$ cat src/rtl/swd_pkg.sv
package swd_pkg;
  typedef enum logic [2:0] {
    ST_IDLE, ST_REQ, ST_TRN1, ST_ACK, ST_RDAT, ST_TRN2, ST_WDAT, ST_TAIL
  } swd_state_e;

  localparam logic [2:0] ACK_OK    = 3'b001;
  localparam logic [2:0] ACK_WAIT  = 3'b010;
  localparam logic [2:0] ACK_FAULT = 3'b100;
  localparam int         REQ_LEN   = 8;

  // bit 0 goes out first: start, req[3:0], parity, stop, park
  function automatic logic [REQ_LEN-1:0] req_packet(input logic [3:0] req);
    return {1'b1, 1'b0, ^req, req, 1'b1};
  endfunction
endpackage

$ cat src/rtl/swd_pins.sv
module swd_pins (
  input  logic clk_i,
  input  logic rst_ni,
  input  logic on_i,
  input  logic off_i,
  input  logic clk_line_i,
  input  logic drive_i,
  input  logic dio_i,
  output logic en_o,
  output logic swclk_o,
  output logic swclk_oe_o,
  output logic swdio_o,
  output logic swdio_oe_o,
  output logic nreset_o,
  output logic nreset_oe_o
);
  logic en_q;

  always_ff @(posedge clk_i or negedge rst_ni) begin
    if (!rst_ni)      en_q <= 1'b0;
    else if (off_i)   en_q <= 1'b0;
    else if (on_i)    en_q <= 1'b1;
  end

  assign en_o        = en_q;
  assign swclk_o     = clk_line_i;
  assign swclk_oe_o  = en_q;
  assign swdio_o     = dio_i;
  assign swdio_oe_o  = en_q & drive_i;
  assign nreset_o    = en_q;
  assign nreset_oe_o = en_q;

  AST_OFF_RELEASES: assert property (@(posedge clk_i) disable iff (!rst_ni)
    off_i |=> !swclk_oe_o && !swdio_oe_o && !nreset_oe_o);
  AST_ON_LEVELS: assert property (@(posedge clk_i) disable iff (!rst_ni)
    on_i && !off_i |=> swclk_oe_o && nreset_oe_o && nreset_o);
endmodule

$ cat src/rtl/swd_engine.sv
module swd_engine #(
  parameter int DATA_W = 32,
  parameter int IDLE_W = 8,
  parameter int TRN_W  = 2
) (
  input  logic              clk_i,
  input  logic              rst_ni,
  input  logic              tick_i,
  input  logic              en_i,
  input  logic              start_i,
  input  logic [3:0]        req_i,
  input  logic [DATA_W-1:0] wdata_i,
  input  logic [IDLE_W-1:0] idle_i,
  input  logic [TRN_W-1:0]  turn_i,
  input  logic              force_i,
  input  logic              swdio_i,
  output logic              busy_o,
  output logic              done_o,
  output logic [3:0]        resp_o,
  output logic [DATA_W-1:0] rdata_o,
  output logic              swclk_o,
  output logic              drive_o,
  output logic              dio_o
);
  import swd_pkg::*;

  localparam int DPH_W = $clog2(DATA_W + 2);
  localparam int CNT_W = (IDLE_W > DPH_W) ? IDLE_W : DPH_W;

  swd_state_e          state_q;
  logic                phase_q, swclk_q, drive_q, dio_q, done_q;
  logic [CNT_W-1:0]    cnt_q;
  logic [REQ_LEN-1:0]  pkt_q;
  logic [DATA_W:0]     wd_q, rx_q;
  logic [2:0]          ack_q;
  logic [3:0]          resp_q;
  logic [DATA_W-1:0]   rdata_q;
  logic                rnw_q, force_q, wr_q;
  logic [TRN_W-1:0]    turn_q;
  logic [IDLE_W-1:0]   idle_q;

  logic [2:0]      ack_full;
  logic [DATA_W:0] rx_full;
  logic            ack_legal, data_go, last_turn, end_done, bit_drive, bit_val;
  swd_state_e      end_state;

  always_comb begin
    ack_full  = {swdio_i, ack_q[2:1]};
    rx_full   = {swdio_i, rx_q[DATA_W:1]};
    ack_legal = (ack_full == ACK_OK) || (ack_full == ACK_WAIT) || (ack_full == ACK_FAULT);
    data_go   = (ack_full == ACK_OK) || force_q;
    last_turn = (cnt_q == CNT_W'(turn_q));
    end_done  = (idle_q == '0);
    end_state = end_done ? ST_IDLE : ST_TAIL;
    bit_drive = 1'b0;
    bit_val   = dio_q;
    case (state_q)
      ST_REQ:  begin bit_drive = 1'b1; bit_val = pkt_q[0]; end
      ST_WDAT: begin bit_drive = 1'b1; bit_val = wd_q[0];  end
      ST_TAIL: begin bit_drive = 1'b1; bit_val = 1'b0;     end
      default: ;
    endcase
  end

  always_ff @(posedge clk_i or negedge rst_ni) begin
    if (!rst_ni) begin
      state_q <= ST_IDLE;
      phase_q <= 1'b0;
      swclk_q <= 1'b1;
      drive_q <= 1'b1;
      dio_q   <= 1'b0;
      done_q  <= 1'b0;
      cnt_q   <= '0;
      pkt_q   <= '0;
      wd_q    <= '0;
      rx_q    <= '0;
      ack_q   <= '0;
      resp_q  <= '0;
      rdata_q <= '0;
      rnw_q   <= 1'b0;
      force_q <= 1'b0;
      wr_q    <= 1'b0;
      turn_q  <= '0;
      idle_q  <= '0;
    end else begin
      done_q <= 1'b0;
      if (state_q == ST_IDLE) begin
        swclk_q <= 1'b1;
        drive_q <= 1'b1;
        dio_q   <= 1'b0;
        if (start_i && en_i) begin
          state_q <= ST_REQ;
          phase_q <= 1'b0;
          cnt_q   <= '0;
          pkt_q   <= req_packet(req_i);
          wd_q    <= {^wdata_i, wdata_i};
          rnw_q   <= req_i[1];
          force_q <= force_i;
          turn_q  <= turn_i;
          idle_q  <= idle_i;
        end
      end else if (tick_i) begin
        phase_q <= ~phase_q;
        if (!phase_q) begin
          swclk_q <= 1'b0;
          drive_q <= bit_drive;
          dio_q   <= bit_val;
        end else begin
          swclk_q <= 1'b1;
          cnt_q   <= cnt_q + CNT_W'(1);
          case (state_q)
            ST_REQ: begin
              pkt_q <= {1'b0, pkt_q[REQ_LEN-1:1]};
              if (cnt_q == CNT_W'(REQ_LEN - 1)) begin state_q <= ST_TRN1; cnt_q <= '0; end
            end
            ST_TRN1: if (last_turn) begin state_q <= ST_ACK; cnt_q <= '0; end
            ST_ACK: begin
              ack_q <= ack_full;
              if (cnt_q == CNT_W'(2)) begin
                cnt_q   <= '0;
                resp_q  <= {~ack_legal, ack_full};
                rdata_q <= '0;
                wr_q    <= data_go & ~rnw_q;
                state_q <= (data_go && rnw_q) ? ST_RDAT : ST_TRN2;
              end
            end
            ST_RDAT: begin
              rx_q <= rx_full;
              if (cnt_q == CNT_W'(DATA_W)) begin
                cnt_q   <= '0;
                state_q <= ST_TRN2;
                if (resp_q[2:0] == ACK_OK) begin
                  if (^rx_full) resp_q[3] <= 1'b1;
                  else          rdata_q   <= rx_full[DATA_W-1:0];
                end
              end
            end
            ST_TRN2: if (last_turn) begin
              cnt_q <= '0;
              if (wr_q) state_q <= ST_WDAT;
              else begin state_q <= end_state; done_q <= end_done; end
            end
            ST_WDAT: begin
              wd_q <= {1'b0, wd_q[DATA_W:1]};
              if (cnt_q == CNT_W'(DATA_W)) begin
                cnt_q   <= '0;
                state_q <= end_state;
                done_q  <= end_done;
              end
            end
            ST_TAIL: if (cnt_q == CNT_W'(idle_q) - CNT_W'(1)) begin
              state_q <= ST_IDLE;
              done_q  <= 1'b1;
            end
            default: state_q <= ST_IDLE;
          endcase
        end
      end
    end
  end

  assign busy_o  = (state_q != ST_IDLE);
  assign done_o  = done_q;
  assign resp_o  = resp_q;
  assign rdata_o = rdata_q;
  assign swclk_o = swclk_q;
  assign drive_o = drive_q;
  assign dio_o   = dio_q;

  AST_DIO_MOVES_LOW: assert property (@(posedge clk_i) disable iff (!rst_ni)
    busy_o && !$stable(dio_q) |-> !swclk_q);
  AST_RELEASED_SAMPLING: assert property (@(posedge clk_i) disable iff (!rst_ni)
    (state_q == ST_ACK || state_q == ST_RDAT) |-> !drive_q);
  AST_CLEAN_RESP: assert property (@(posedge clk_i) disable iff (!rst_ni)
    done_q && !resp_q[3] |-> $countones(resp_q[2:0]) == 1);
  AST_DONE_PULSE: assert property (@(posedge clk_i) disable iff (!rst_ni)
    done_q |=> !done_q);
  AST_CMD_HELD: assert property (@(posedge clk_i) disable iff (!rst_ni)
    busy_o && $past(busy_o) |-> $stable(turn_q) && $stable(idle_q) && $stable(rnw_q));
  AST_NO_TICK_HOLD: assert property (@(posedge clk_i) disable iff (!rst_ni)
    busy_o && !tick_i |=> $stable(swclk_q) && $stable(cnt_q) && $stable(state_q));
endmodule

$ cat src/rtl/swd_host.sv
module swd_host #(
  parameter int DATA_W = 32,
  parameter int IDLE_W = 8,
  parameter int TRN_W  = 2
) (
  input  logic              clk_i,
  input  logic              rst_ni,
  input  logic              tick_i,
  input  logic              port_on_i,
  input  logic              port_off_i,
  input  logic [TRN_W-1:0]  turn_i,
  input  logic              force_data_i,
  input  logic              start_i,
  input  logic [3:0]        req_i,
  input  logic [DATA_W-1:0] wdata_i,
  input  logic [IDLE_W-1:0] idle_i,
  output logic              busy_o,
  output logic              done_o,
  output logic [3:0]        resp_o,
  output logic [DATA_W-1:0] rdata_o,
  output logic              swclk_o,
  output logic              swclk_oe_o,
  output logic              swdio_o,
  output logic              swdio_oe_o,
  input  logic              swdio_i,
  output logic              nreset_o,
  output logic              nreset_oe_o
);
  logic en, clk_line, drive, dio;

  swd_engine #(.DATA_W(DATA_W), .IDLE_W(IDLE_W), .TRN_W(TRN_W)) u_engine (
    .clk_i   (clk_i),
    .rst_ni  (rst_ni),
    .tick_i  (tick_i),
    .en_i    (en),
    .start_i (start_i),
    .req_i   (req_i),
    .wdata_i (wdata_i),
    .idle_i  (idle_i),
    .turn_i  (turn_i),
    .force_i (force_data_i),
    .swdio_i (swdio_i),
    .busy_o  (busy_o),
    .done_o  (done_o),
    .resp_o  (resp_o),
    .rdata_o (rdata_o),
    .swclk_o (clk_line),
    .drive_o (drive),
    .dio_o   (dio)
  );

  swd_pins u_pins (
    .clk_i       (clk_i),
    .rst_ni      (rst_ni),
    .on_i        (port_on_i),
    .off_i       (port_off_i),
    .clk_line_i  (clk_line),
    .drive_i     (drive),
    .dio_i       (dio),
    .en_o        (en),
    .swclk_o     (swclk_o),
    .swclk_oe_o  (swclk_oe_o),
    .swdio_o     (swdio_o),
    .swdio_oe_o  (swdio_oe_o),
    .nreset_o    (nreset_o),
    .nreset_oe_o (nreset_oe_o)
  );
endmodule

$ cat config.mk
export PLATFORM = sky130hd
export DESIGN_NAME = swd_host
export DESIGN_NICKNAME = d
export VERILOG_FILES = /design/src/rtl/swd_pkg.sv /design/src/rtl/swd_pins.sv /design/src/rtl/swd_engine.sv /design/src/rtl/swd_host.sv
export SDC_FILE = /design/constraint.sdc
export NUM_CORES = 1
export LEC_CHECK = 0
export BUFFER_PORTS_ARGS = -buffer_cell sky130_fd_sc_hd__buf_2
export CAP_MARGIN = 20
export CORE_MARGIN = 4
export CORE_UTILIZATION = 60
export CTS_BUF_LIST = sky130_fd_sc_hd__clkbuf_8
export CTS_CLUSTER_SIZE = 12
export DETAILED_ROUTE_END_ITERATION = 10
export MAX_ROUTING_LAYER = met4
export PLACE_DENSITY = 0.86
export SYNTH_ARGS = -nofsm -noshare
export SYNTH_HDL_FRONTEND = slang
export SYNTH_SLANG_ARGS = --single-unit
$ cat constraint.sdc
create_clock -name clk_i -period 6.4 [get_ports clk_i]
set_input_delay 0.32 -clock clk_i [delete_from_list [all_inputs] [get_ports clk_i]]
set_output_delay 0.32 -clock clk_i [all_outputs]
set_load 0.1 [all_outputs]
==> metrics.csv <==
stage,metric,value,unit
detailed_routing,routed vias,4894,
global_route,initial antenna violation count,0,
cts,Worst-path clk slew,0.08,ns
floorplanning,FP Rows,39,
global_route,All-Layer GR Usage,0.228,
detailed_routing,vias per cell,5.65,
setup_path,WP data arrival,4.16,ns
synth,multiplexer share of the synthesized area,0.124,
detailed_routing,drt initial violations,256,
setup_path,Crit Path Max Fanout,44,
floorplanning,core area,11400,sq um
synth,top cell type's share of synthesized area,0.495,
power,LEAKAGE,3.71,nW
synth,Yosys cell types,60,
synth,cell taking the most area after synthesis,dfrtp_1,
cts,post-CTS setup buffers,0,
synth,cells after synthesis,622,
cts,clk_lat worst skew,0.45,ns
timing,fin crit period,3.82,ns
layout,P&R area growth vs syn,13.6,%
setup_path,crit path launch type,flop,
floorplanning,Total Die Area,13500,sq um
layout,FILL cells,852,
detailed_routing,routed len/inst,16.2,um
placement,hpwl dp,9.59,mm
hold_path,hold crit path type,input pin to flop,
synth,post-synthesis simple-gate area fraction,0.101,
cts,TritonCTS clock tree,built,
setup_path,Setup CP Type,flop to flop,
synth,sequential cell area fraction in the yosys report,0.503,
detailed_routing,total routed wirelength,14.0,mm
power,Max VDD drop,0.283,mV
setup_path,CP required,6.74,ns
timing,count of pins over their slew limit,0,
floorplanning,Ports,98,
power,pwr/cell area,380,nW/um^2
timing,final critical-path share of the clock period,0.597,
cts,CTS Buf Count,17,
cts,clk buf depth,2,
synth,Synth Register Bits,141,
synth,dominant cells by area after synthesis,"dfrtp_1, xnor2_1, mux2_2",
synth,largest family of logic cells by synthesized area,compound AO/OA/AOI/OAI gates,
floorplanning,Initial Util,0.615,
timing,Final Hold Viols,0,
timing,Total Neg Setup Slack,0,ns
cts,cts hold-fix bufs,2,
global_route,vias in the first global route,4941,
floorplanning,Vert. Die Dim,116,um
synth,Adder-Cell Fraction of Synth Area,0.00890,
placement,RePlAce Congestion,0.816,
outcome,status,completed,
global_route,grt ovf,0,
timing,Worst Tran Pin Value,0.876,ns
layout,Non-Filler Instances,866,
synth,Synth Cell Area,7030,sq um
synth,post-synthesis compound-gate area fraction,0.124,
layout,Final Util,0.699,
timing,worst rel slew slack,0.416,
cts,H-tree depth,4,
timing,Clock Skew,0.0130,ns
timing,f_max,262,MHz
floorplanning,die width,116,um
synth,Post-Synth XOR/XNOR Area,0.104,
detailed_routing,First-pass DRT Iterations,5,
layout,Multi-input gate area,3270,sq um
layout,share of layout cells above drive strength 1,0.275,
cts,post-CTS sizing,0,
timing,"Setup violations, final",0,
setup_path,Setup crit end kind,flop,
cts,root buf cell,clkbuf_8,
synth,Main synth FF type,dfrtp_1,
power,post-route total power,0.00303,W
synth,Syn Nets,681,
global_route,first-pass GRT wire length,23.5,mm
detailed_routing,# DRC,0,
timing,RSZ-0062 raised after global routing,no,
global_route,largest net degree at the start of global routing,73,
layout,ant diodes,0,
synth,ys async rst share,1.00,
layout,Reg area,3530,sq um
synth,Synth Warn #,0,
detailed_routing,Antenna Nets Post-Route,0,
job,maxcap violations,0,
placement,Port-buffer cells,97,
layout,# nets final,771,
setup_path,flop-to-flop setup slack,2.58,ns
synth,"EDFF count, synth",0,
cts,clock sink count,141,
synth,Syn Area/Cell,11.3,sq um
placement,Placed Instances,832,
==> cell type report <==
class / instances / area share
Clock inverter: 9 / 0.0121
Timing Repair Buffer: 106 / 0.0714
Clock buffer: 21 / 0.0362
Multi-Input combinational cell: 434 / 0.410
Sequential cell: 141 / 0.443
Inverter: 12 / 0.00565
Tap cell: 143 / 0.0224
==> layout by cell type, fill, tap and decap left out, types with 2 or more instances in the layout <==
master,count
a21o_1,3
nor2b_1,2
bufinv_16,2
a31oi_1,6
nor2_1,28
a22o_2,4
nor3b_1,4
o31ai_1,5
clkinvlp_4,2
a22o_1,29
a32oi_1,2
and3_1,5
inv_1,14
mux2i_1,33
clkbuf_8,21
dlygate4sd3_1,2
nand2b_1,7
o211ai_1,2
clkinv_2,2
dfstp_2,2
ha_1,5
nor3_2,2
xor2_1,10
buf_4,5
nor4b_1,3
nor3_4,2
a211o_1,2
nor3_1,2
o21ai_0,52
xnor2_1,71
a21oi_1,11
mux2_2,48
nor4_4,2
dfrtp_1,139
nand2_1,63
buf_2,96
nand3_1,6
==> metrics by stage <==
| stage | cell area (sq um) | setup slack [ns] | hold slack (ns) |
|---|---|---|---|
| floorplan | 7030 | 3.58 | 0.0244 |
| global placement | 7550 | 2.74 | 0.363 |
| detailed placement | 7550 | 2.63 | 0.367 |
| CTS | 7960 | 2.61 | 0.0609 |
| global route | 7980 | 2.31 | 0.0838 |
| finish | 7980 | 2.58 | 0.0806 |
==> flip-flops by register name, summed over array words and instances (netlist names), 2 cells and up <==
signal and flops:
u_engine.pkt_q 8, u_engine.resp_o 4, u_engine.turn_q 2, u_engine.state_q 3
u_engine.ack_q 2, u_engine.cnt_q 8, u_engine.rx_q 32, u_engine.rdata_o 32
u_engine.wd_q 33, u_engine.idle_q 8
==> power by group <==
group	internal (W)	leakage, nW	total (W)	switching, W
clock	0.000378	0.203	0.000704	0.000326
sequential	0.00109	1.89	0.00131	0.000212
combinational	0.000423	1.61	0.00102	0.000595
total	0.00189	3.71	0.00303	0.00113
==> logic make-up after synthesis <==
group / after synthesis
and+or+nand+nor: 139
DFF: 141
buffers and inverters: 47
muxes: 81
adders and majority gates: 5
xor gates and xnor gates: 82
AOI/OAI and AO/OA: 127
==> worst max-delay path, cell delays in order, from the launching register on <==
cell	delay, ns
dfrtp_1	0.61
nor3_4	0.26
buf_4	0.56
and3_1	0.75
a21oi_1	0.06
or2_1	0.42
nor3_2	0.62
mux2_2	0.41
==> layer usage <==
metal	up-vias	GRT usage	wire, um	part of all wire
met1	2404	0.284	6050	0.43
li1	2368	-	-	-
met5	-	-	0	0
met3	17	0.0689	700	0.050
met2	105	0.360	7040	0.50
met4	0	0.0735	195	0.014
==> synthesized netlist by cell type (all sizes together) (4+ instances only) <==
master  count
and3        5
nand2      63
xnor2      71
o21ai      53
xor2       10
dfrtp     139
buf        16
inv        11
mux2i      33
nand3       6
o31ai       5
a22o       33
a21oi      12
ha          5
nand2b      7
nor2       29
clkbuf     19
a31oi       6
mux2       48
nor3b       4
nor3        6
==> path summary, 6_finish.rpt <==
check,end,startpoint,cells past startpoint
min reg2reg,u_engine.wd_q[2],u_engine.wd_q[2],2
max,u_engine.pkt_q[5],u_engine.state_q[0],7
min,u_pins.en_o,port_on_i,3
max reg2reg,u_engine.pkt_q[5],u_engine.state_q[0],7
min in group asynchronous,u_engine.cnt_q[6],rst_ni,2
max in group asynchronous,u_engine.rdata_o[16],rst_ni,3
No activity file was read; power rests on OpenSTA's default activity.
